==> config.mk <==
export PLATFORM = sky130hd
export DESIGN_NAME = xpt_ctrl_mem
export DESIGN_NICKNAME = d
export VERILOG_FILES = /design/src/rtl/xpt_pkg.sv /design/src/rtl/xpt_sync.sv /design/src/rtl/xpt_decode.sv /design/src/rtl/xpt_cell_array.sv /design/src/rtl/xpt_ctrl_mem.sv
export SDC_FILE = /design/constraint.sdc
export NUM_CORES = 1
export LEC_CHECK = 0
export BUFFER_PORTS_ARGS = -buffer_cell sky130_fd_sc_hd__buf_2
export CAP_MARGIN = 20
export CORE_UTILIZATION = 59
export CTS_CLUSTER_DIAMETER = 40
export DETAILED_ROUTE_END_ITERATION = 6
export PLACE_DENSITY = 0.95
export SKIP_LAST_GASP = 1
export SYNTH_ARGS = -nofsm -noshare
export SYNTH_HDL_FRONTEND = slang
export SYNTH_HIERARCHICAL = 1
export SYNTH_SLANG_ARGS = --single-unit
==> constraint.sdc <==
create_clock -name clk -period 9.85 [get_ports clk]
set_clock_uncertainty 0.2 [all_clocks]
set_input_delay 1.4775 -clock clk [delete_from_list [all_inputs] [get_ports clk]]
set_output_delay 1.4775 -clock clk [all_outputs]
set_load 0.02 [all_outputs]
==> src/rtl/xpt_pkg.sv <==
package xpt_pkg;

  localparam int unsigned XPT_ROWS   = 12;
  localparam int unsigned XPT_COLS   = 8;
  localparam int unsigned XPT_ROW_AW = $clog2(XPT_ROWS);
  localparam int unsigned XPT_COL_AW = $clog2(XPT_COLS);
  localparam int unsigned XPT_CELLS  = XPT_ROWS * XPT_COLS;
  localparam int unsigned XPT_IDX_W  = $clog2(XPT_CELLS);

  // Flat position of a crosspoint: row-major, columns fastest.
  function automatic int unsigned xpt_flat_index(input int unsigned row,
                                                 input int unsigned col,
                                                 input int unsigned cols);
    return row * cols + col;
  endfunction

  // A row code names a real row only below the row count.
  function automatic bit xpt_row_ok(input int unsigned row,
                                    input int unsigned rows);
    return row < rows;
  endfunction

  // A column code names a real column only below the column count.
  function automatic bit xpt_col_ok(input int unsigned col,
                                    input int unsigned cols);
    return col < cols;
  endfunction

endpackage

==> src/rtl/xpt_sync.sv <==
module xpt_sync #(
  parameter int unsigned WIDTH  = 1,
  parameter int unsigned STAGES = 2
) (
  input  logic             clk,
  input  logic             rst,
  input  logic [WIDTH-1:0] d_async,
  output logic [WIDTH-1:0] q_sync
);

  logic [WIDTH-1:0] stage_q [STAGES];

  generate
    for (genvar s = 0; s < STAGES; s++) begin : g_stage
      if (s == 0) begin : g_first
        always_ff @(posedge clk or posedge rst) begin
          if (rst) stage_q[s] <= '0;
          else     stage_q[s] <= d_async;
        end
      end else begin : g_next
        always_ff @(posedge clk or posedge rst) begin
          if (rst) stage_q[s] <= '0;
          else     stage_q[s] <= stage_q[s-1];
        end
      end
    end
  endgenerate

  assign q_sync = stage_q[STAGES-1];

endmodule

==> src/rtl/xpt_decode.sv <==
module xpt_decode
  import xpt_pkg::*;
#(
  parameter int unsigned ROWS   = XPT_ROWS,
  parameter int unsigned COLS   = XPT_COLS,
  parameter int unsigned ROW_AW = XPT_ROW_AW,
  parameter int unsigned COL_AW = XPT_COL_AW,
  localparam int unsigned CELLS = ROWS * COLS,
  localparam int unsigned IDX_W = $clog2(CELLS)
) (
  input  logic              clk,
  input  logic              rst,
  input  logic              enable,
  input  logic [ROW_AW-1:0] row_addr,
  input  logic [COL_AW-1:0] col_addr,
  output logic [CELLS-1:0]  wr_sel,
  output logic              addr_ok,
  output logic [IDX_W-1:0]  wr_idx
);

  generate
    for (genvar r = 0; r < ROWS; r++) begin : g_row
      for (genvar c = 0; c < COLS; c++) begin : g_col
        assign wr_sel[r*COLS + c] = enable
                                    && (row_addr == ROW_AW'(r))
                                    && (col_addr == COL_AW'(c));
      end
    end
  endgenerate

  assign addr_ok = xpt_row_ok(int'(row_addr), ROWS)
                && xpt_col_ok(int'(col_addr), COLS);
  assign wr_idx  = IDX_W'(xpt_flat_index(int'(row_addr), int'(col_addr), COLS));

  // at most one cell is opened for writing in any cycle.
  p_one_cell_r7: assert property (@(posedge clk) disable iff (rst)
    $onehot0(wr_sel));

  // an out-of-range row or column never selects a cell.
  p_bad_row_silent_r10: assert property (@(posedge clk) disable iff (rst)
    (|wr_sel) |-> addr_ok);

endmodule

==> src/rtl/xpt_cell_array.sv <==
module xpt_cell_array #(
  parameter int unsigned CELLS = 96
) (
  input  logic             clk,
  input  logic             rst,
  input  logic [CELLS-1:0] wr_sel,
  input  logic             wr_data,
  output logic [CELLS-1:0] cells
);

  generate
    for (genvar i = 0; i < CELLS; i++) begin : g_cell
      always_ff @(posedge clk or posedge rst) begin
        if (rst)            cells[i] <= 1'b0;
        else if (wr_sel[i]) cells[i] <= wr_data;
      end
    end
  endgenerate

  // bits that were not selected keep their previous value.
  p_unselected_keep_r7: assert property (@(posedge clk) disable iff (rst)
    ((cells ^ $past(cells)) & ~$past(wr_sel)) == '0);

  // the cycle after a reset cycle still shows an all-clear array.
  p_reset_empties_r9: assert property (@(posedge clk) disable iff (rst)
    $past(rst) |-> (cells == '0));

endmodule

==> src/rtl/xpt_ctrl_mem.sv <==
module xpt_ctrl_mem
  import xpt_pkg::*;
#(
  parameter int unsigned ROWS        = XPT_ROWS,
  parameter int unsigned COLS        = XPT_COLS,
  parameter int unsigned SYNC_STAGES = 2,
  localparam int unsigned ROW_AW = $clog2(ROWS),
  localparam int unsigned COL_AW = $clog2(COLS),
  localparam int unsigned CELLS  = ROWS * COLS,
  localparam int unsigned IDX_W  = $clog2(CELLS),
  localparam int unsigned BUS_W  = 3 + ROW_AW + COL_AW
) (
  input  logic              clk,
  input  logic              rst,
  input  logic [ROW_AW-1:0] row_addr,
  input  logic [COL_AW-1:0] col_addr,
  input  logic              data_in,
  input  logic              cs,
  input  logic              strobe,
  output logic [CELLS-1:0]  xpt_state
);

  logic [BUS_W-1:0]  raw_bus;
  logic [BUS_W-1:0]  sync_bus;
  logic              cs_s;
  logic              stb_s;
  logic              data_s;
  logic [ROW_AW-1:0] row_s;
  logic [COL_AW-1:0] col_s;

  // Named internal events for the checks below.
  logic              win_open;
  logic              strobe_close;
  logic              stb_q;
  logic [CELLS-1:0]  wr_sel;
  logic              addr_ok;
  logic [IDX_W-1:0]  wr_idx;

  assign raw_bus = {cs, strobe, data_in, row_addr, col_addr};

  xpt_sync #(
    .WIDTH (BUS_W),
    .STAGES(SYNC_STAGES)
  ) u_sync (
    .clk    (clk),
    .rst    (rst),
    .d_async(raw_bus),
    .q_sync (sync_bus)
  );

  assign {cs_s, stb_s, data_s, row_s, col_s} = sync_bus;

  assign win_open = cs_s && stb_s;

  always_ff @(posedge clk or posedge rst) begin
    if (rst) stb_q <= 1'b0;
    else     stb_q <= stb_s;
  end

  assign strobe_close = stb_q && !stb_s;

  xpt_decode #(
    .ROWS  (ROWS),
    .COLS  (COLS),
    .ROW_AW(ROW_AW),
    .COL_AW(COL_AW)
  ) u_decode (
    .clk     (clk),
    .rst     (rst),
    .enable  (win_open),
    .row_addr(row_s),
    .col_addr(col_s),
    .wr_sel  (wr_sel),
    .addr_ok (addr_ok),
    .wr_idx  (wr_idx)
  );

  xpt_cell_array #(
    .CELLS(CELLS)
  ) u_cells (
    .clk    (clk),
    .rst    (rst),
    .wr_sel (wr_sel),
    .wr_data(data_s),
    .cells  (xpt_state)
  );

  // an open window on a valid cell copies the synchronized data.
  p_follow_data_r5: assert property (@(posedge clk) disable iff (rst)
    (win_open && addr_ok) |=> (xpt_state[$past(wr_idx)] == $past(data_s)));

  // with the window shut, nothing moves.
  p_idle_hold_r4: assert property (@(posedge clk) disable iff (rst)
    !win_open |=> $stable(xpt_state));

  // the cycle after strobe closes, the held pattern is unchanged.
  p_close_hold_r6: assert property (@(posedge clk) disable iff (rst)
    strobe_close |=> $stable(xpt_state));

  // a window on an out-of-range address leaves everything alone.
  p_bad_row_hold_r10: assert property (@(posedge clk) disable iff (rst)
    (win_open && !addr_ok) |=> $stable(xpt_state));

  // reset holds the output cleared on every sampled edge.
  always @(posedge clk) begin
    if (rst) begin
      p_reset_clear_r8: assert (xpt_state == '0);
    end
  end

endmodule

# After elaboration in Yosys (flattened, before gate mapping)

Cells that the tools add are included.

Equal/unequal tests: 18
Reductions and logical operators: 111

Operators by type and width:

| cell                 | number |
|---|---|
| $logic_and A1 B1 Y1  | 109 |
| $eq A4 B3 Y1 const B | 4 |
| $eq A4 B4 Y1 const B | 4 |
| $eq A3 B3 Y1 const B | 4 |
| $eq A4 B2 Y1 const B | 2 |
| $eq A3 B2 Y1 const B | 2 |
| $eq A4 B1 Y1 const B | 1 |
| $logic_not A4 Y1     | 1 |
| $eq A3 B1 Y1 const B | 1 |
| $logic_not A3 Y1     | 1 |

Bits in registers: 116
Input bits: 12
Output and inout port bits: 96
Logic and storage cells: 227

# Logic depth before layout (Yosys ltp)

Gate-level depths: netlist of run 1.

Depth in word-level cells: 3
Mapped depth: 7

# Modules after synthesis

The synthesis of run 1 kept the hierarchy.

Modules (own cells, without submodules):

| module         | times used | cells an instance | area an instance (um^2) |
|---|---|---|---|
| xpt_cell_array | 1          | 203               | 3718.6 |
| xpt_decode     | 1          | 166               | 923.4 |
| xpt_sync       | 1          | 31                | 579.3 |
| xpt_ctrl_mem   | 1          | 1                 | 6.3 |

# Worst setup path after synthesis of run 1

No wires, ideal clock.

Path type: register to output
Start point: register u_cells.cells[10]
End point: output port xpt_state[10]
Arrival time: 0.425 ns
Data required time: 8.173 ns
Path slack: 7.748 ns
Cell stages (with the launch flop): 1
Path buffers: 0
Cells stage by stage: dfrtp_1

RTL lines:

| what                            | RTL line             | text |
|---|---|---|
| start, declared                 | xpt_cell_array.sv:8  | `output logic [CELLS-1:0] cells` |
| start signal, assigned by index | xpt_cell_array.sv:15 | `else if (wr_sel[i]) cells[i] <= wr_data;` |
| end, declared                   | xpt_ctrl_mem.sv:20   | `output logic [CELLS-1:0] xpt_state` |

No word-level cell between the ends.

# Worst setup path in the final report of run 1

Start point: register u_cells.cells[21]
End point: output port xpt_state[21]

No word-level cell between the ends.

==> results of run 1 <==
-- state kept, by name, indices dropped and copies added (netlist names) --
register / cells
u_sync/q_sync: 10
u_sync/stage_q: 10
u_cells/cells: 96
-- power groups by stage --
stage | combinational (uW) | sequential, uW | clock (uW)
6_report | 92.2 | 521 | 589
5_1_grt | 99.4 | 524 | 620
4_1_cts | 93.3 | 521 | 595
3_5_place_dp | 92.7 | 528 | 0
3_3_place_gp | 89.9 | 527 | 0
2_1_floorplan | 53.7 | 540 | 0
-- worst min path at each step --
| stage | end | slack (ns) | from | depth (start not counted) |
|---|---|---|---|---|
| floorplan | u_sync/q_sync[0] | 0.13 | u_sync/stage_q[10] | 0 |
| global placement | u_sync/q_sync[2] | 0.13 | u_sync/stage_q[12] | 0 |
| detailed placement | u_sync/q_sync[9] | 0.13 | u_sync/stage_q[19] | 0 |
| CTS | u_sync/q_sync[5] | 0.15 | u_sync/stage_q[15] | 0 |
| global route | u_sync/q_sync[9] | 0.15 | u_sync/stage_q[19] | 0 |
| finish | u_sync/q_sync[5] | 0.15 | u_sync/stage_q[15] | 0 |
-- final cells by class --
| cell class | count | area [um^2] | share of cell area [%] |
|---|---|---|---|
| clock buffer | 20 | 435 | 7.06 |
| clock inverter | 11 | 135 | 2.19 |
| tap | 105 | 131 | 2.13 |
| timing repair buffer | 109 | 551 | 8.93 |
| inverter | 2 | 10.0 | 0.162 |
| multi-input combinational | 233 | 2000 | 32.4 |
| sequential | 116 | 2900 | 47.1 |
-- routing by layer --
layer	up-vias	routed length, um
met5	-	0
met4	0	141
met3	15	566
met2	131	5570
met1	1650	4770
li1	1518	-
-- metrics by stage --
| stage | setup WS, ns | area [um^2] | std cells | utilization [%] |
|---|---|---|---|---|
| 2_1_floorplan | 5.67 | 5170 | 393 | - |
| 3_3_place_gp | 7.01 | 5600 | 565 | 67.1 |
| 3_5_place_dp | 6.94 | 5600 | 565 | 67.1 |
| 4_1_cts | 7.07 | 6170 | 596 | 73.9 |
| 5_1_grt | 7.05 | 6170 | 596 | 73.9 |
| 6_report | 7.09 | 6170 | 596 | 73.9 |
==> flow_summary.ini, run 1 <==
[detailed_routing]
antenna_left = 0
vias = 3314
drtIter0Drc = 204
first_pass_iters = 4
wl_per_cell_um = 18.5
wl_mm = 11.0
post_drt_via_cell_ratio = 5.56
drc_errors = 0

[pwr]
p_comb_share_pct = 7.7
swShare_pct = 23.2
power_density_nw_per_um2 = 195
p_int_uw = 923
finalPower_uw = 1200
vdd_ir_drop_max_mv = 0.108
clockPowerShare_pct = 49.0
power_leakage_uw = 0.00309
p_switching_uw = 279
p_seq_share_pct = 43.4

[clock_tree]
hold_buffers = 0
h-tree-depth = 4
insertion_delay_ns = 0.50
root_buffer = clkbuf_8
cts_resized = 0
cts_tree = built
clock_sinks = 116
postCtsSetupBuffers = 0
cts_buffers = 17
clk_path_buf_depth = 2
path_clk_slew_ns = 0.05

[worst_setup_path]
crit_family = flip-flops
slowest_delay_ns = 0.40
path_buf_inv = 1
endpoint = xpt_state[21]
r2r-start = u_sync/q_sync[9]
cp_data_required_time_ns = 8.17
crit_start = u_cells/cells[21]
crit_fanout = 2
cp.arrival_ns = 1.08
crit_type = reg2out
r2r_cells = 4
startpoint_type = flip-flop
endpoint_kind = primary output
r2r_setup_slack_ns = 7.41
crit_path_top_delay_cell = dfrtp_1
crit_cells = 1
timing.rr.end = u_cells/cells[95]
cp_cell_sequence = buf_2

[yosys]
yosys_warnings = 6
syn_inst = 393
netlist_area_um2 = 5170
synth_fp_nets = 405
syn_avg_cell_area_um2 = 13.2

[hold_path]
hold_class = reg2reg

[grt]
grt_usage_pct = 25.6
antenna_found_initial = 0
grtUsageMet3_pct = 5.66
met2_usage_pct = 39.5
grt_pass1_wl_mm = 17.0
use_met1_pct = 34.7
grt.overflow.total = 0
grt_max_degree = 57
grt.busiest_layer = met2
grt_pass1_vias = 3226

[finish]
diodes = 0
drive_above_1_share_pct = 48.5
final_common_cell = dfrtp_1
area_growth_pct = 19.3
fillers = 543
layout_common_cells = 115 x dfrtp_1, 107 x buf_2, 80 x nor2_1, 56 x mux2_2, 40 x mux2_4
finalNetCount = 491

[timing]
drv_slew = 0
finalHoldViolCount = 0
max_freq_ghz = 0.362
rsz0062_at_grt = false
tns_ns = 0
setup_viol = 0
relSlewSlack_pct = 54.9
fin_crit_ns = 2.76
tightest_slew_ns = 0.677
period_share_pct = 28.0
hold_ws_ns = 0.145

[status]
status = completed

[placement]
hpwl_mm = 7.08
gp_congestion = 0.811
portBuffers = 107

[die]
start_util_pct = 62.0
die-area_um2 = 9140
die_x_um = 95.6
rows = 33
coreArea_um2 = 8340
ios = 108
dieHeight_um = 95.6

[flow_run]
drv_cap = 0
(Power assumes the default switching activity.)
==> inputs of run 2 (changes only) <==
--- a/config.mk
+++ b/config.mk
@@ -7,10 +7,10 @@
 export LEC_CHECK = 0
 export BUFFER_PORTS_ARGS = -buffer_cell sky130_fd_sc_hd__buf_2
 export CAP_MARGIN = 20
-export CORE_UTILIZATION = 59
+export CORE_UTILIZATION = 49
 export CTS_CLUSTER_DIAMETER = 40
 export DETAILED_ROUTE_END_ITERATION = 6
-export PLACE_DENSITY = 0.95
+export PLACE_DENSITY = 0.87
 export SKIP_LAST_GASP = 1
 export SYNTH_ARGS = -nofsm -noshare
 export SYNTH_HDL_FRONTEND = slang
==> constraint.sdc (replaced) <==
create_clock -name clk -period 2.4 [get_ports clk]
set_clock_uncertainty 0.2 [all_clocks]
set_input_delay 0.36 -clock clk [delete_from_list [all_inputs] [get_ports clk]]
set_output_delay 0.36 -clock clk [all_outputs]
set_load 0.02 [all_outputs]
==> run 2 against run 1 <==
Final cell count increased by 9.2%. Register-to-register slack got worse by 7.2 ns. Count of clock-buffer cells in the layout increased by 3. Highest routed layer unchanged. Via count increased by 2.3%. Largest power group unchanged. Clock power increased to 4.1 times the previous value. Utilization decreased by 11 points. Sequential share of layout area decreased by 1.9 points.
==> flow_summary.ini, run 2 (synthesis gave the netlist of run 1 again) <==
[clock_tree]
root_buffer = clkbuf_8
h-tree-depth = 4
clk_path_buf_depth = 2
path_clk_slew_ns = 0.05
postCtsSetupBuffers = 0
insertion_delay_ns = 0.51
clock_sinks = 116
cts_tree = built
cts_buffers = 17

[pwr]
p_comb_share_pct = 8.5
clockPowerShare_pct = 48.7
power_leakage_uw = 0.00320
p_seq_share_pct = 42.8
swShare_pct = 23.4
p_switching_uw = 1160
vdd_ir_drop_max_mv = 0.403
power_density_nw_per_um2 = 772
p_int_uw = 3800

[die]
dieHeight_um = 105
start_util_pct = 50.3
die_x_um = 105
coreArea_um2 = 10300
ios = 108
rows = 37
die-area_um2 = 11000

[finish]
largest_reg_flops = 96
final_common_cell = dfrtp_1
layout_common_cells = 115 x dfrtp_1, 107 x buf_2, 80 x nor2_1, 56 x mux2_2, 40 x mux2_4
drive_above_1_share_pct = 48.7
finalNetCount = 514
diodes = 0
area_growth_pct = 24.3
regMostFlops = u_cells/cells
fin_cells = 651
fillers = 790

[timing]
finalHoldViolCount = 0
tightest_slew_ns = 0.711
drv_slew = 0
fin_crit_ns = 2.20
tns_ns = 0
rsz0062_at_grt = false
setup_viol = 0
period_share_pct = 91.8
fin_ws_ns = 0.198
relSlewSlack_pct = 52.6
max_freq_ghz = 0.454

[detailed_routing]
first_pass_iters = 4
vias = 3389
drtIter0Drc = 194
wl_mm = 11.4
drc_errors = 0
post_drt_via_cell_ratio = 5.21
wl_per_cell_um = 17.5
antenna_left = 0

[worst_setup_path]
crit_start = u_sync/q_sync[1]
r2r-start = u_sync/q_sync[1]
r2r_setup_slack_ns = 0.20
timing.rr.end = u_cells/cells[47]
crit_family = simple AND/OR/NAND/NOR gates
crit_cells = 4
r2r_cells = 4
cp_cell_sequence = buf_4 > nand4b_1 > nor2_1 > mux2_4
crit_type = reg2reg
cp.arrival_ns = 2.40
endpoint = u_cells/cells[47]
endpoint_kind = flip-flop
slowest_delay_ns = 0.55
cp_data_required_time_ns = 2.60
startpoint_type = flip-flop
crit_fanout = 12
crit_path_top_delay_cell = dfrtp_1
path_buf_inv = 1

[placement]
dp_cells = 608
dpl_worst_slack_ns = 0.242
portBuffers = 107
hpwl_mm = 7.56
gp_congestion = 0.785

[grt]
antenna_found_initial = 0
grt_max_degree = 97
grtUsageMet3_pct = 5.68
grt_pass1_wl_mm = 18.3
grt_usage_pct = 22.2
met2_usage_pct = 34.6
use_met1_pct = 29.4
grt.overflow.total = 0
grt_pass1_vias = 3467
grt.busiest_layer = met2

[flow_run]
drv_cap = 0

[status]
status = completed

[hold_path]
hold_class = reg2reg
==> run 2: cell count changes in the layout (fill, tap and decap cells not counted), sizes merged <==
cell,delta
inv,-1
clkinvlp,+2
dlygate4sd3,+11
bufinv,-1
buf,+12
clkinv,-2
clkbuf,+3
==> run 2: power by group through the flow <==
stage / combinational [uW] / sequential [uW] / clock, uW
final: 422 / 2120 / 2420
after global routing: 453 / 2140 / 2570
after detailed placement: 411 / 2160 / 0
after floorplan: 221 / 2210 / 0
after global placement: 399 / 2150 / 0
after CTS: 425 / 2120 / 2460
==> run 2: worst register-to-register path: stages, from the launching register on <==
cell,delay [ns]
dfrtp_1,0.55
buf_4,0.25
nand4b_1,0.43
nor2_1,0.34
mux2_4,0.32
==> run 2: repair_timing <==
| action | 4_1_cts | 5_1_grt |
|---|---|---|
| hold buffers | 11 | 0 |
| endpoints found under the hold margin | 126 | 0 |
| gates resized for setup | 0 | 0 |
==> run 2: cell type report <==
| class | instances | area, um^2 | share of cell area [%] |
|---|---|---|---|
| clock buffers | 23 | 477 | 7.42 |
| well taps | 136 | 170 | 2.65 |
| inverters | 2 | 11.3 | 0.175 |
| repair buffers | 132 | 763 | 11.9 |
| multi-input cells | 233 | 2000 | 31.1 |
| flip-flops and latches | 116 | 2900 | 45.2 |
| clock inverters | 9 | 103 | 1.60 |
==> run 2: per-layer routing <==
metal	part of all wire, %	vias to the layer above
met5	0	-
met4	2.4	0
met3	5.5	27
met2	48	121
met1	44	1669
li1	-	1572
==> run 2: how the worst min path moves through the flow <==
stage                       start               end  slack [ns]  depth (start not counted)
6_report       u_sync/stage_q[17]  u_sync/q_sync[7]        0.15                          0
2_1_floorplan                 rst  u_sync/q_sync[0]        0.12                          1
4_1_cts        u_sync/stage_q[17]  u_sync/q_sync[7]        0.15                          0
3_3_place_gp   u_sync/stage_q[17]  u_sync/q_sync[7]        0.13                          0
5_1_grt        u_sync/stage_q[17]  u_sync/q_sync[7]        0.15                          0
3_5_place_dp   u_sync/stage_q[17]  u_sync/q_sync[7]        0.13                          0
==> run 2: per-stage QoR <==
step | instance area [um^2] | power [uW] | util [%] | hold slack [ns]
final | 6430 | 4960 | 62.6 | 0.146
after global routing | 6430 | 5150 | 62.6 | 0.151
after CTS | 6430 | 5010 | 62.6 | 0.147
after detailed placement | 5740 | 2570 | 55.8 | 0.135
after global placement | 5740 | 2550 | 55.8 | 0.134
after floorplan | 5170 | 2440 | - | 0.124
